## src/rtl/cmpx_pkg.sv

```systemverilog
package cmpx_pkg;
  localparam int NUM_CMP  = 4;
  localparam int NUM_LANE = NUM_CMP + 1;
  localparam int REP_LANE = NUM_CMP;
  localparam int CTRL_SEL = NUM_LANE;
  localparam int CB_SW    = 0;
  localparam int CB_CMD   = 1;
  localparam int CB_EN    = 2;
  localparam int CTRL_W   = CB_EN + NUM_LANE;

  typedef struct packed {
    logic [NUM_LANE-1:0] en;
    logic                cmd;
    logic                sw;
  } ctrl_t;
endpackage

```

## src/rtl/cmpx_ctrl.sv

```systemverilog
module cmpx_ctrl
  import cmpx_pkg::*;
#(
  parameter int ADDR_W = 3
) (
  input  logic                clk,
  input  logic                rst_n,
  input  logic                wr_fire,
  input  logic [ADDR_W-1:0]   wr_addr,
  input  logic [CTRL_W-1:0]   wr_data,
  input  logic                rep_expire,
  output ctrl_t               ctrl_q,
  output logic [NUM_LANE-1:0] load,
  output logic                done_q
);
  logic  ctrl_hit;
  logic  hw_fire;
  logic  sw_fire;
  ctrl_t ctrl_d;

  assign ctrl_hit = wr_fire && (wr_addr == ADDR_W'(CTRL_SEL));
  assign hw_fire  = !ctrl_q.sw && rep_expire;
  assign sw_fire  = ctrl_q.cmd;

  always_comb begin
    for (int i = 0; i < NUM_LANE; i++) begin
      load[i] = hw_fire || (sw_fire && ctrl_q.en[i]);
    end
  end

  always_comb begin
    ctrl_d     = ctrl_q;
    ctrl_d.cmd = 1'b0;
    if (ctrl_hit) begin
      ctrl_d.sw  = wr_data[CB_SW];
      ctrl_d.en  = wr_data[CB_EN +: NUM_LANE];
      ctrl_d.cmd = wr_data[CB_CMD] && wr_data[CB_SW];
    end
  end

  always_ff @(posedge clk) begin
    if (!rst_n) begin
      ctrl_q <= '0;
      done_q <= 1'b0;
    end else begin
      ctrl_q <= ctrl_d;
      done_q <= hw_fire || sw_fire;
    end
  end
endmodule

```

## src/rtl/cmpx_lane.sv

```systemverilog
module cmpx_lane #(
  parameter int W      = 16,
  parameter int ADDR_W = 3,
  parameter int SEL    = 0
) (
  input  logic              clk,
  input  logic              rst_n,
  input  logic              wr_fire,
  input  logic [ADDR_W-1:0] wr_addr,
  input  logic [W-1:0]      wr_data,
  input  logic              load,
  output logic [W-1:0]      shadow_q,
  output logic [W-1:0]      active_q
);
  logic hit;
  assign hit = wr_fire && (wr_addr == ADDR_W'(SEL));

  always_ff @(posedge clk) begin
    if (!rst_n) begin
      shadow_q <= '0;
      active_q <= '0;
    end else begin
      if (load) active_q <= shadow_q;
      if (hit)  shadow_q <= wr_data;
    end
  end
endmodule

```

## src/rtl/cmp_xfer_unit.sv

```systemverilog
module cmp_xfer_unit
  import cmpx_pkg::*;
#(
  parameter int CMP_W  = 16,
  parameter int REP_W  = 8,
  parameter int ADDR_W = 3
) (
  input  logic              clk,
  input  logic              rst_n,
  input  logic              wr_valid,
  output logic              wr_ready,
  input  logic [ADDR_W-1:0] wr_addr,
  input  logic [CMP_W-1:0]  wr_data,
  input  logic              rep_expire,
  output logic [CMP_W-1:0]  act_c0,
  output logic [CMP_W-1:0]  act_cu,
  output logic [CMP_W-1:0]  act_cv,
  output logic [CMP_W-1:0]  act_cw,
  output logic [REP_W-1:0]  act_rep,
  output logic              xfer_done,
  output logic [CTRL_W-1:0] ctrl_status
);
  logic                             wr_fire;
  ctrl_t                            ctrl_q;
  logic [NUM_LANE-1:0]              load;
  logic [NUM_CMP-1:0][CMP_W-1:0]    cmp_shd;
  logic [NUM_CMP-1:0][CMP_W-1:0]    cmp_act;
  logic [REP_W-1:0]                 rep_shd;

  assign wr_ready = 1'b1;
  assign wr_fire  = wr_valid && wr_ready;

  cmpx_ctrl #(.ADDR_W(ADDR_W)) u_ctrl (
    .clk        (clk),
    .rst_n      (rst_n),
    .wr_fire    (wr_fire),
    .wr_addr    (wr_addr),
    .wr_data    (wr_data[CTRL_W-1:0]),
    .rep_expire (rep_expire),
    .ctrl_q     (ctrl_q),
    .load       (load),
    .done_q     (xfer_done)
  );

  for (genvar i = 0; i < NUM_CMP; i++) begin : g_cmp
    cmpx_lane #(.W(CMP_W), .ADDR_W(ADDR_W), .SEL(i)) u_lane (
      .clk      (clk),
      .rst_n    (rst_n),
      .wr_fire  (wr_fire),
      .wr_addr  (wr_addr),
      .wr_data  (wr_data),
      .load     (load[i]),
      .shadow_q (cmp_shd[i]),
      .active_q (cmp_act[i])
    );
  end

  cmpx_lane #(.W(REP_W), .ADDR_W(ADDR_W), .SEL(REP_LANE)) u_rep (
    .clk      (clk),
    .rst_n    (rst_n),
    .wr_fire  (wr_fire),
    .wr_addr  (wr_addr),
    .wr_data  (wr_data[REP_W-1:0]),
    .load     (load[REP_LANE]),
    .shadow_q (rep_shd),
    .active_q (act_rep)
  );

  assign act_c0      = cmp_act[0];
  assign act_cu      = cmp_act[1];
  assign act_cv      = cmp_act[2];
  assign act_cw      = cmp_act[3];
  assign ctrl_status = ctrl_q;
endmodule

```

## config.mk

```make
export PLATFORM = sky130hd
export DESIGN_NAME = cmp_xfer_unit
export DESIGN_NICKNAME = d
export VERILOG_FILES = /design/src/rtl/cmpx_pkg.sv /design/src/rtl/cmpx_ctrl.sv /design/src/rtl/cmpx_lane.sv /design/src/rtl/cmp_xfer_unit.sv
export SDC_FILE = /design/constraint.sdc
export NUM_CORES = 1
export LEC_CHECK = 0
export BUFFER_PORTS_ARGS = -buffer_cell sky130_fd_sc_hd__buf_2
export CAP_MARGIN = 20
export CORE_AREA = 2 2 109 101
export DETAILED_ROUTE_END_ITERATION = 10
export DIE_AREA = 0 0 111 103
export GPL_TIMING_DRIVEN = 0
export PLACE_DENSITY = 0.78
export SLEW_MARGIN = 40
export SYNTH_ARGS = -nofsm -noshare
export SYNTH_HDL_FRONTEND = slang
export SYNTH_SLANG_ARGS = --single-unit
export TNS_END_PERCENT = 10
```

## constraint.sdc

```tcl
create_clock -name clk -period 2.2 [get_ports clk]
set_input_delay 0.44 -clock clk [delete_from_list [all_inputs] [get_ports clk]]
set_output_delay 0.44 -clock clk [all_outputs]
set_load 0.1 [all_outputs]
```

==> impl_metrics.sql, run 1 <==
INSERT INTO impl_metrics (metric_group, metric, value, unit) VALUES
('outcome', 'outcome', 'finished clean', ''),
('final_layout', 'fillerInstances', '841', ''),
('final_layout', 'ff_latch_area', '0.003043', 'mm²'),
('grt', 'grt_start_max_net_pins', '17', ''),
('clocking', 'cts_tree', 'built', ''),
('place', 'gp_congestion', '0.8950', ''),
('worst_setup_path', 'timing.critical_path.from_type', 'flop', ''),
('clocking', 'postCtsHoldBufs', '0', ''),
('clocking', 'cts.repair.resized', '0', ''),
('timing', 'fmax', '522.5', 'MHz'),
('worst_setup_path', 'end_kind', 'output port', ''),
('timing', 'timing_max_transition_violations_final', '0', ''),
('grt', 'track_usage', '0.2511', ''),
('place', 'dp_slack', '0.5737', 'ns'),
('timing', 'fin_worst_skew', '0.007279', 'ns'),
('floorplanning', 'die_y', '103', 'µm'),
('route', 'drt_pre_antenna_iters', '6', ''),
('worst_setup_path', 'critical_path_arrival', '1.47', 'ns'),
('floorplanning', 'core_area', '0.01041', 'mm²'),
('logic_synthesis', 'syn_area_per_cell', '9.210', 'µm²'),
('logic_synthesis', 'number_of_synthesis_warnings', '0', ''),
('timing', 'setup_viol', '0', ''),
('logic_synthesis', 'synth.cell_area', '0.005535', 'mm²'),
('worst_setup_path', 'critical_setup_path_kind', 'flop to output port', ''),
('grt', 'globalRouteOverflowTotal', '0', ''),
('final_layout', 'drive_gt1_frac', '0.2343', ''),
('timing', 'timing.final.ws_setup', '0.2863', 'ns'),
('power', 'ir_worst_vdd', '0.0004360', 'V'),
('route', 'avgViaCountPerCell', '5.543', ''),
('flow_run', 'timing.max_cap.violations', '0', ''),
('floorplanning', 'die-area', '0.01143', 'mm²'),
('logic_synthesis', 'synthesis.instances', '601', ''),
('logic_synthesis', 'yosys.area.top_type', 'sky130_fd_sc_hd__dfxtp_1', ''),
('clocking', 'worst_skew_pair.late_latency', '0.42', 'ns'),
('logic_synthesis', 'synth_seq_cells', '152', ''),
('route', 'routed_wire_length_per_instance', '16.62', 'µm'),
('place', 'numPortBuffers', '101', ''),
('final_layout', 'layout_commonest_cell', 'sky130_fd_sc_hd__nand2_1', ''),
('clocking', 'cts_sinks', '152', ''),
('worst_hold_path', 'hold_class', 'primary input to flop', ''),
('final_layout', 'antenna_cells', '0', ''),
('clocking', 'worst_setup_hold_path_clk_slew', '0.06', 'ns'),
('clocking', 'master_cell_of_the_clock_root_buffer', 'sky130_fd_sc_hd__clkbuf_16', ''),
('timing', 'hold_viol', '0', ''),
('final_layout', 'layout_common_cells', 'sky130_fd_sc_hd__nand2_1, sky130_fd_sc_hd__dfxtp_1, sky130_fd_sc_hd__buf_2', ''),
('logic_synthesis', 'seq_area_frac_synth', '0.5497', ''),
('timing', 'period_utilisation_layout', '0.8699', ''),
('worst_setup_path', 'worstPathRequired', '1.76', 'ns'),
('timing', 'unrepaired_setup_endpoints_after_global_routing', 'false', ''),
('worst_setup_path', 'critical_path_peak_fanout', '7', ''),
('logic_synthesis', 'syn_nets', '624', ''),
('logic_synthesis', 'synth_top_cells_by_area', 'sky130_fd_sc_hd__dfxtp_1, sky130_fd_sc_hd__mux2i_1, sky130_fd_sc_hd__nand2_1, sky130_fd_sc_hd__nand3_1, sky130_fd_sc_hd__o21ai_0', ''),
('logic_synthesis', 'synth_top_cell_area_share', '0.5497', ''),
('final_layout', 'multi_input_area', '0.002243', 'mm²'),
('grt', 'number_of_global_route_vias_before_repair', '4427', ''),
('route', 'vias', '4806', ''),
('final_layout', 'nNetsFinal', '744', ''),
('power', 'power_density', '898.7', 'mW/mm²'),
('place', 'detailedPlacementHpwl', '10420', 'µm'),
('power', 'leakage', '2.969', 'nW'),
('timing', 'period_minus_slack', '1.914', 'ns'),
('route', 'wl', '14410', 'µm'),
('final_layout', 'syn_to_final_growth', '22.56', '%'),
('clocking', 'htree_levels', '4', ''),
('route', 'antenna_left', '0', ''),
('grt', 'first_pass_grt_wire_length', '22280', 'µm'),
('timing', 'fin_setup_tns', '0', 'ns'),
('floorplanning', 'start_util', '0.5320', ''),
('logic_synthesis', 'synthDistinctLibCells', '24', ''),
('clocking', 'post-cts-setup-buffer-count', '0', ''),
('grt', 'grt_antenna_before_repair', '0', ''),
('route', 'drt_drc_violations_left', '0', ''),
('clocking', 'max_buffers_root_to_sink', '2', ''),
('route', 'drt_iter0_markers', '355', ''),
('clocking', 'cts_inserted_buffers', '17', ''),
('floorplanning', 'io_pins', '104', ''),
('floorplanning', 'chip_width', '111', 'µm'),
('floorplanning', 'fp-row-count', '36', '');
==> sequential cells by signal, indices dropped and copies added, names as in the netlist <==
signal and cells:
u_ctrl.done_q 1, u_ctrl.sw_fire 1, u_rep.shadow_q 8, g_cmp.u_lane.active_q 64, u_ctrl.ctrl_q 6, u_rep.active_q 8, g_cmp.u_lane.shadow_q 64
==> area by class of cell <==
class                      instances  area share
inverter                           1   0.0005533
sequential                       152      0.4485
buffer                            47     0.03615
tap                              133     0.02453
multi-input combinational        401      0.3307
clock buffer                      18     0.06474
timing repair buffer             101     0.07451
clock inverter                    14     0.02029
==> worst paths after layout <==
check	start	end	slack [ns]	cells after the start
hold / removal	wr_data[0]	u_ctrl.ctrl_q[0]$_SDFFE_PN0P_	0.29	3
setup / recovery	u_ctrl.sw_fire$_SDFF_PN0_	ctrl_status[1]	0.29	2
hold reg to reg	g_cmp[0].u_lane.active_q[1]$_SDFFE_PN0P_	g_cmp[0].u_lane.active_q[1]$_SDFFE_PN0P_	0.46	2
setup reg to reg	u_ctrl.ctrl_q[0]$_SDFFE_PN0P_	g_cmp[1].u_lane.active_q[8]$_SDFFE_PN0P_	0.81	5
==> synth_stat cells <==
cell,n
sky130_fd_sc_hd__buf_1,2
sky130_fd_sc_hd__nand2b_1,1
sky130_fd_sc_hd__conb_1,1
sky130_fd_sc_hd__o21ai_0,61
sky130_fd_sc_hd__clkbuf_1,13
sky130_fd_sc_hd__nand2_4,3
sky130_fd_sc_hd__dfxtp_1,152
sky130_fd_sc_hd__buf_4,9
sky130_fd_sc_hd__a21boi_0,1
sky130_fd_sc_hd__and4bb_1,2
sky130_fd_sc_hd__nand2_1,161
sky130_fd_sc_hd__nand3_1,73
sky130_fd_sc_hd__and4bb_2,1
sky130_fd_sc_hd__nand2_2,2
sky130_fd_sc_hd__and2_1,1
sky130_fd_sc_hd__mux2i_1,72
sky130_fd_sc_hd__inv_1,1
sky130_fd_sc_hd__o21ai_1,17
sky130_fd_sc_hd__and4b_1,1
sky130_fd_sc_hd__nor2_1,1
sky130_fd_sc_hd__nand4b_1,2
sky130_fd_sc_hd__buf_6,1
sky130_fd_sc_hd__nor4b_4,1
sky130_fd_sc_hd__buf_2,22
==> routing by layer <==
| metal | vias up | wire [µm] | global-route usage |
|---|---|---|---|
| met4 | 0 | 425 | 0.1010 |
| met3 | 42 | 1201 | 0.06467 |
| li1 | 2278 | - | - |
| met1 | 2258 | 6261 | 0.3307 |
| met2 | 228 | 6522 | 0.4016 |
| met5 | - | 0 | 0 |
==> where the power goes <==
group          leakage, nW  internal (mW)  switching (mW)  total, mW
Sequential            1.23           2.80          0.0177       2.81
Combinational         1.46          0.109           0.347      0.457
Clock                0.284           1.62            1.21       2.83
==> per-stage QoR <==
step / hold WS (ns) / total power [mW] / instance area (µm²) / std cells / utilization
2_1_floorplan: 0.4354 / 3.192 / 5535 / 601 / -
3_3_place_gp: 0.4394 / 3.312 / 6207 / 835 / 0.5966
3_5_place_dp: 0.4473 / 3.323 / 6207 / 835 / 0.5966
4_1_cts: 0.2907 / 6.103 / 6784 / 867 / 0.6520
5_1_grt: 0.3347 / 6.257 / 6784 / 867 / 0.6520
6_report: 0.2917 / 6.097 / 6784 / 867 / 0.6520
==> worst max-delay path, cell delays in order, from the launching register on <==
cell	delay [ns]
sky130_fd_sc_hd__dfxtp_1	0.48
sky130_fd_sc_hd__buf_4	0.16
sky130_fd_sc_hd__buf_2	0.41
==> cell families (layout without fill, tap and decap cells) <==
logic type,count (synthesis),in the layout,share of synthesized area
AOI/OAI and AO/OA,79,79,0.07188
buffers and inverters,48,181,0.04498
DFF,152,152,0.5497
muxes,72,72,0.1302
other,1,1,0.0006775
and+or+nand+nor,249,249,0.2025
No activity file was read; power rests on OpenSTA's default activity.
==> inputs of run 2 (changes only) <==
ABC_AREA = 1   (was not set)
CORE_AREA = 2 2 90 126   (was 2 2 109 101)
DIE_AREA = 0 0 92 128   (was 0 0 111 103)
==> run 2 against run 1 <==
Net effect:
- critical path depth did not move
- wire length fell by 2.0%
- die area rose by 3.0%
- flip-flop and latch count did not move
- first-iteration DRC count fell by 11%
- synthesized cell count rose by 30%
- hold slack improved by 0.022 ns
- area after synthesis rose by 3.3%
==> impl_metrics.sql, run 2 <==
INSERT INTO impl_metrics (metric_group, metric, value, unit) VALUES
('logic_synthesis', 'async_reset_ff_frac', '0', ''),
('worst_hold_path', 'timing.hold.worst_endpoint', 'u_ctrl.sw_fire$_SDFF_PN0_', ''),
('place', 'gp_congestion', '0.8789', ''),
('timing', 'period_utilisation_layout', '0.8725', ''),
('outcome', 'outcome', 'finished clean', ''),
('worst_setup_path', 'r2r-end', 'g_cmp[1].u_lane.active_q[14]$_SDFFE_PN0P_', ''),
('timing', 'hold_viol', '0', ''),
('route', 'antenna_left', '0', ''),
('logic_synthesis', 'synthMostInstantiatedCell', 'sky130_fd_sc_hd__nor2_1', ''),
('final_layout', 'biggestRegsByFlops', 'g_cmp.u_lane.active_q: 64 flops, g_cmp.u_lane.shadow_q: 64 flops', ''),
('timing', 'period_minus_slack', '1.920', 'ns'),
('logic_synthesis', 'synth_top_cells_by_area', 'sky130_fd_sc_hd__dfxtp_1, sky130_fd_sc_hd__nor2_1, sky130_fd_sc_hd__nand2_1, sky130_fd_sc_hd__o21ai_0, sky130_fd_sc_hd__nand3_1', ''),
('clocking', 'worst_setup_hold_path_clk_slew', '0.06', 'ns'),
('floorplanning', 'io_pins', '104', ''),
('route', 'routed_wire_length_per_instance', '13.41', 'µm'),
('floorplanning', 'start_util', '0.5344', ''),
('clocking', 'postCtsHoldBufs', '0', ''),
('floorplanning', 'chip_width', '92', 'µm'),
('final_layout', 'layout_common_cells', 'sky130_fd_sc_hd__nor2_1, sky130_fd_sc_hd__dfxtp_1, sky130_fd_sc_hd__nand2_1', ''),
('final_layout', 'drive_gt1_frac', '0.1919', ''),
('worst_hold_path', 'holdPathStages', '3', ''),
('flow_run', 'timing.max_cap.violations', '0', ''),
('clocking', 'cts_inserted_buffers', '17', ''),
('final_layout', 'nNetsFinal', '922', ''),
('clocking', 'htree_levels', '4', ''),
('logic_synthesis', 'seq_area_frac_synth', '0.5323', ''),
('timing', 'fin_worst_skew', '0.008069', 'ns'),
('final_layout', 'syn_to_final_growth', '22.57', '%'),
('final_layout', 'post_layout_nonfiller_instances', '1053', ''),
('route', 'vias', '5230', ''),
('logic_synthesis', 'syn_nets', '802', ''),
('logic_synthesis', 'synth_enable_flop_cells', '0', ''),
('worst_hold_path', 'min-delay-start', 'wr_data[0]', ''),
('route', 'wl', '14120', 'µm'),
('power', 'power_density', '1010', 'mW/mm²'),
('logic_synthesis', 'synth_top_cell_area_share', '0.5323', ''),
('place', 'numPortBuffers', '101', ''),
('worst_setup_path', 'critical_path_arrival', '1.48', 'ns'),
('place', 'detailedPlacementHpwl', '10020', 'µm'),
('grt', 'number_of_global_route_vias_before_repair', '4640', ''),
('clocking', 'cts_sinks', '152', ''),
('timing', 'timing_max_transition_violations_final', '0', ''),
('logic_synthesis', 'synth-main-ff-cell', 'sky130_fd_sc_hd__dfxtp_1', ''),
('route', 'drt_iter0_markers', '316', ''),
('route', 'drt_pre_antenna_iters', '5', ''),
('floorplanning', 'die-area', '0.01178', 'mm²'),
('floorplanning', 'fp-row-count', '45', ''),
('clocking', 'max_buffers_root_to_sink', '2', ''),
('clocking', 'cts_tree', 'built', ''),
('worst_hold_path', 'hold_class', 'primary input to flop', ''),
('clocking', 'worst_skew_pair.late_latency', '0.42', 'ns'),
('place', 'dp_slack', '0.5845', 'ns'),
('power', 'ir_worst_vdd', '0.0006094', 'V'),
('grt', 'grt_start_max_net_pins', '17', ''),
('worst_setup_path', 'worstPathRequired', '1.76', 'ns'),
('clocking', 'cts.repair.resized', '0', ''),
('worst_setup_path', 'critical_setup_path_kind', 'flop to output port', ''),
('worst_setup_path', 'r2r_start', 'u_ctrl.sw_fire$_SDFF_PN0_', ''),
('grt', 'first_pass_grt_wire_length', '22400', 'µm'),
('timing', 'unrepaired_setup_endpoints_after_global_routing', 'false', ''),
('logic_synthesis', 'number_of_synthesis_warnings', '0', ''),
('route', 'drt_drc_violations_left', '0', ''),
('timing', 'timing.final.ws_setup', '0.2804', 'ns'),
('worst_setup_path', 'reg2reg_slack', '0.66', 'ns'),
('logic_synthesis', 'synth.cell_area', '0.005717', 'mm²'),
('timing', 'fin_setup_tns', '0', 'ns'),
('grt', 'grt_antenna_before_repair', '0', ''),
('power', 'total_power', '7.073', 'mW'),
('power', 'leakage', '3.286', 'nW'),
('final_layout', 'antenna_cells', '0', ''),
('floorplanning', 'core_area', '0.01070', 'mm²'),
('logic_synthesis', 'synthDistinctLibCells', '21', ''),
('worst_setup_path', 'r2r.worst_path.cells', '5', ''),
('final_layout', 'layout_commonest_cell', 'sky130_fd_sc_hd__nor2_1', ''),
('logic_synthesis', 'syn_area_per_cell', '7.339', 'µm²'),
('place', 'dpl_cell_area', '0.006399', 'mm²'),
('floorplanning', 'die_y', '128', 'µm'),
('final_layout', 'finished_cell_area', '0.007007', 'mm²'),
('timing', 'fmax', '520.9', 'MHz'),
('worst_setup_path', 'critical_path_peak_fanout', '7', ''),
('grt', 'globalRouteOverflowTotal', '0', ''),
('logic_synthesis', 'synthesis.instances', '779', ''),
('timing', 'setup_viol', '0', ''),
('logic_synthesis', 'synth.cells.most_frequent', 'sky130_fd_sc_hd__nor2_1, sky130_fd_sc_hd__dfxtp_1, sky130_fd_sc_hd__nand2_1', ''),
('clocking', 'post-cts-setup-buffer-count', '0', ''),
('clocking', 'master_cell_of_the_clock_root_buffer', 'sky130_fd_sc_hd__clkbuf_16', ''),
('worst_setup_path', 'end_kind', 'output port', ''),
('place', 'placedCellCount', '1021', ''),
('worst_setup_path', 'timing.critical_path.from_type', 'flop', ''),
('grt', 'track_usage', '0.2443', ''),
('route', 'avgViaCountPerCell', '4.967', ''),
('logic_synthesis', 'yosys.area.top_type', 'sky130_fd_sc_hd__dfxtp_1', ''),
('logic_synthesis', 'synth_seq_cells', '152', '');
-- run 2: cells by family (layout without fill, tap and decap cells) --
kind of cell / after synthesis / after routing / synth area share
AO/OA/AOI/OAI: 74 / 74 / 0.06544
buffers and inverters: 69 / 202 / 0.05953
flip-flops: 152 / 152 / 0.5323
other: 1 / 1 / 0.0006560
AND/OR/NAND/NOR: 483 / 483 / 0.3421
-- run 2: worst max-delay path: stages, from the launching register on --
cell and delay, ns:
sky130_fd_sc_hd__dfxtp_1 0.49, sky130_fd_sc_hd__buf_4 0.16, sky130_fd_sc_hd__buf_2 0.41
-- run 2: through the flow --
stage / utilization / hold slack (ns)
2_1_floorplan: - / 0.4547
3_3_place_gp: 0.5981 / 0.4648
3_5_place_dp: 0.5981 / 0.4681
4_1_cts: 0.6550 / 0.3041
5_1_grt: 0.6550 / 0.3153
6_report: 0.6550 / 0.3141
-- run 2: power breakdown --
part	internal (mW)	total, mW	switching [mW]
clock network	1.85	2.96	1.11
logic	0.209	1.17	0.960
registers	2.88	2.95	0.0627
-- run 2: cell type report --
type | instances | area (µm²)
Clock buffer | 22 | 464.2
Timing Repair Buffer | 101 | 505.5
Sequential cell | 152 | 3043
Inverter | 28 | 105.1
Multi-Input combinational cell | 558 | 2333
Fill cell | 956 | 3691
Buffer | 41 | 235.2
Tap cell | 141 | 176.4
Clock inverter | 10 | 143.9
-- run 2: how the worst max path moves through the flow --
stage / start / end / depth (start not counted)
4_1_cts: u_ctrl.sw_fire$_SDFF_PN0_ / ctrl_status[1] / 2
5_1_grt: u_ctrl.sw_fire$_SDFF_PN0_ / ctrl_status[1] / 2
6_report: u_ctrl.sw_fire$_SDFF_PN0_ / ctrl_status[1] / 2
3_3_place_gp: rep_expire / g_cmp[1].u_lane.active_q[13]$_SDFFE_PN0P_ / 7
3_5_place_dp: rep_expire / g_cmp[1].u_lane.active_q[7]$_SDFFE_PN0P_ / 6
2_1_floorplan: u_ctrl.ctrl_q[0]$_SDFFE_PN0P_ / g_cmp[0].u_lane.active_q[0]$_SDFFE_PN0P_ / 7
-- run 2: metal layers --
layer / GRT usage / wire length [µm]
met5: 0 / 0
met4: 0.1089 / 328
met3: 0.06232 / 931
met2: 0.4048 / 6901
met1: 0.3003 / 5956
==> inputs of run 3 (changes only) <==
CORE_AREA = 2 2 148 78   (was 2 2 90 126)
DIE_AREA = 0 0 150 80   (was 0 0 92 128)
PLACE_DENSITY = 0.87   (was 0.78)
==> run 3 against run 2 <==
Net effect:
- global-route usage rose by 1.9 points
- clock power fell by 9.1%
- wire length rose by 9.8%
- hold slack improved by 0.012 ns
- worst setup slack got worse by 0.0043 ns
- clock-buffer cell count rose by 3
- via count rose by 3.9%
- sequential power barely moved
- clock skew fell by 0.0038 ns
- combinational power barely moved
- design area fell by 1.0%
- cell count barely moved
==> impl_metrics.sql, run 3 (synthesized netlist as in run 2, its figures left out) <==
INSERT INTO impl_metrics (metric_group, metric, value, unit) VALUES
('grt', 'grt_start_max_net_pins', '17', ''),
('worst_setup_path', 'critical_path_arrival', '1.48', 'ns'),
('worst_setup_path', 'cp_slowest_cell', 'sky130_fd_sc_hd__dfxtp_1', ''),
('floorplanning', 'die_y', '80', 'µm'),
('route', 'avgViaCountPerCell', '5.157', ''),
('final_layout', 'layout_common_cells', 'sky130_fd_sc_hd__nor2_1, sky130_fd_sc_hd__dfxtp_1, sky130_fd_sc_hd__nand2_1', ''),
('worst_setup_path', 'end_kind', 'output port', ''),
('clocking', 'post-cts-setup-buffer-count', '0', ''),
('final_layout', 'finalCoreUtilization', '0.6496', ''),
('place', 'detailedPlacementHpwl', '10630', 'µm'),
('worst_setup_path', 'crit_path_max_incr_delay', '0.50', 'ns'),
('worst_setup_path', 'critical_setup_path_kind', 'flop to output port', ''),
('worst_setup_path', 'r2r.worst_path.cells', '5', ''),
('clocking', 'cts_inserted_buffers', '17', ''),
('worst_setup_path', 'worstPathRequired', '1.76', 'ns'),
('clocking', 'cts_tree', 'built', ''),
('timing', 'fin_worst_skew', '0.004285', 'ns'),
('place', 'gp_congestion', '0.8871', ''),
('grt', 'globalRouteOverflowTotal', '0', ''),
('worst_setup_path', 'setup.worst_path.end', 'ctrl_status[1]', ''),
('outcome', 'outcome', 'finished clean', ''),
('worst_setup_path', 'r2r-end', 'g_cmp[0].u_lane.active_q[13]$_SDFFE_PN0P_', ''),
('route', 'drt_pre_antenna_iters', '5', ''),
('grt', 'grt_antenna_before_repair', '0', ''),
('floorplanning', 'die-area', '0.01200', 'mm²'),
('final_layout', 'syn_to_final_growth', '21.30', '%'),
('worst_setup_path', 'reg2reg_slack', '0.64', 'ns'),
('timing', 'fmax', '519.8', 'MHz'),
('timing', 'timing_max_transition_violations_final', '0', ''),
('final_layout', 'layout_commonest_cell', 'sky130_fd_sc_hd__nor2_1', ''),
('clocking', 'worst_setup_hold_path_clk_slew', '0.06', 'ns'),
('route', 'wl', '15510', 'µm'),
('floorplanning', 'fp-row-count', '27', ''),
('timing', 'period_utilisation_layout', '0.8745', ''),
('final_layout', 'drive_gt1_frac', '0.1870', ''),
('timing', 'fin_setup_tns', '0', 'ns'),
('worst_setup_path', 'critical_path_peak_fanout', '7', ''),
('clocking', 'cts.repair.resized', '0', ''),
('route', 'routed_wire_length_per_instance', '14.71', 'µm'),
('clocking', 'worst_skew_pair.late_latency', '0.41', 'ns'),
('place', 'numPortBuffers', '101', ''),
('route', 'drt_drc_violations_left', '0', ''),
('timing', 'max-slew-margin-rel', '0.6410', ''),
('worst_setup_path', 'timing.critical_path.from_type', 'flop', ''),
('worst_setup_path', 'crit_chain', 'buf_4, buf_2', ''),
('final_layout', 'biggestRegsByFlops', 'g_cmp.u_lane.active_q: 64 flops, g_cmp.u_lane.shadow_q: 64 flops', ''),
('final_layout', 'antenna_cells', '0', ''),
('timing', 'period_minus_slack', '1.924', 'ns'),
('worst_setup_path', 'setup.worst_path.start', 'u_ctrl.sw_fire$_SDFF_PN0_', ''),
('floorplanning', 'chip_width', '150', 'µm'),
('worst_hold_path', 'hold_class', 'primary input to flop', ''),
('power', 'leakage', '3.273', 'nW'),
('route', 'antenna_left', '0', ''),
('grt', 'track_usage', '0.2635', ''),
('worst_setup_path', 'r2r_start', 'u_ctrl.sw_fire$_SDFF_PN0_', ''),
('clocking', 'cts_sinks', '152', ''),
('floorplanning', 'start_util', '0.5355', ''),
('grt', 'number_of_global_route_vias_before_repair', '4919', ''),
('route', 'drt_iter0_markers', '613', ''),
('final_layout', 'nNetsFinal', '922', ''),
('timing', 'setup_viol', '0', ''),
('clocking', 'postCtsHoldBufs', '0', ''),
('clocking', 'max_buffers_root_to_sink', '2', ''),
('timing', 'worst_slew_pin_slew', '0.5365', 'ns'),
('clocking', 'htree_levels', '4', ''),
('floorplanning', 'core_area', '0.01068', 'mm²'),
('floorplanning', 'io_pins', '104', ''),
('route', 'vias', '5436', ''),
('power', 'power_density', '984.7', 'mW/mm²'),
('timing', 'hold_viol', '0', ''),
('clocking', 'master_cell_of_the_clock_root_buffer', 'sky130_fd_sc_hd__clkbuf_16', ''),
('flow_run', 'timing.max_cap.violations', '0', ''),
('power', 'ir_worst_vdd', '0.0005272', 'V'),
('timing', 'unrepaired_setup_endpoints_after_global_routing', 'false', ''),
('grt', 'first_pass_grt_wire_length', '24310', 'µm');
-- run 3: cell types whose count changed in the layout (fill, tap and decap cells not counted), sizes merged --
cell,delta
bufinv,-2
clkbuf,+3
clkinv,+3
clkinvlp,-6
inv,-1
-- run 3: layer usage --
layer,vias to the layer above,track usage,wire (µm)
met2,243,0.3941,6517
met4,0,0.08868,265
li1,2665,-,-
met1,2500,0.3774,7171
met3,28,0.05657,1553
met5,-,0,0
-- run 3: worst max-delay path: cells and delay by family, from the launching register on --
family                 cells  cell delay, ns
flip-flops                 1            0.50
buffers and inverters      2            0.57
-- run 3: stage by stage --
stage | power (mW) | setup WS (ns) | instances | hold WS, ns | cell area [µm²]
2_1_floorplan | 3.949 | 0.3481 | 779 | 0.4547 | 5717
3_3_place_gp | 4.159 | 0.6409 | 1025 | 0.4647 | 6404
3_5_place_dp | 4.174 | 0.5936 | 1025 | 0.4723 | 6404
4_1_cts | 6.819 | 0.2922 | 1054 | 0.3216 | 6934
5_1_grt | 7.026 | 0.2583 | 1054 | 0.3271 | 6934
6_report | 6.828 | 0.2761 | 1054 | 0.3258 | 6934
-- run 3: report_power, final --
group / internal [mW] / switching [mW] / total (mW)
combinational: 0.209 / 0.977 / 1.19
sequential: 2.88 / 0.0661 / 2.95
clock: 1.62 / 1.07 / 2.69
total: 4.72 / 2.11 / 6.83
-- run 3: how the worst min path moves through the flow --
stage                                              start                                   endpoint  slack, ns  depth (start not counted)
6_report                                      rep_expire                   u_ctrl.done_q$_SDFF_PN0_       0.33                          3
5_1_grt                                       wr_data[0]                  u_ctrl.sw_fire$_SDFF_PN0_       0.33                          3
4_1_cts                                       rep_expire                   u_ctrl.done_q$_SDFF_PN0_       0.32                          3
3_5_place_dp    g_cmp[0].u_lane.shadow_q[7]$_SDFFE_PN0P_   g_cmp[0].u_lane.active_q[7]$_SDFFE_PN0P_       0.47                          2
3_3_place_gp   g_cmp[1].u_lane.shadow_q[15]$_SDFFE_PN0P_  g_cmp[1].u_lane.active_q[15]$_SDFFE_PN0P_       0.46                          2
2_1_floorplan             u_rep.shadow_q[0]$_SDFFE_PN0P_             u_rep.shadow_q[0]$_SDFFE_PN0P_       0.45                          2
-- run 3: layout make-up --
type | count | area, µm²
fillers | 917 | 3741
flip-flops and latches | 152 | 3043
multi-input cells | 558 | 2333
repair buffers | 101 | 505.5
clock buffers | 25 | 485.5
plain buffers | 41 | 235.2
well taps | 145 | 181.4
inverters | 28 | 105.1
clock inverters | 4 | 45.04
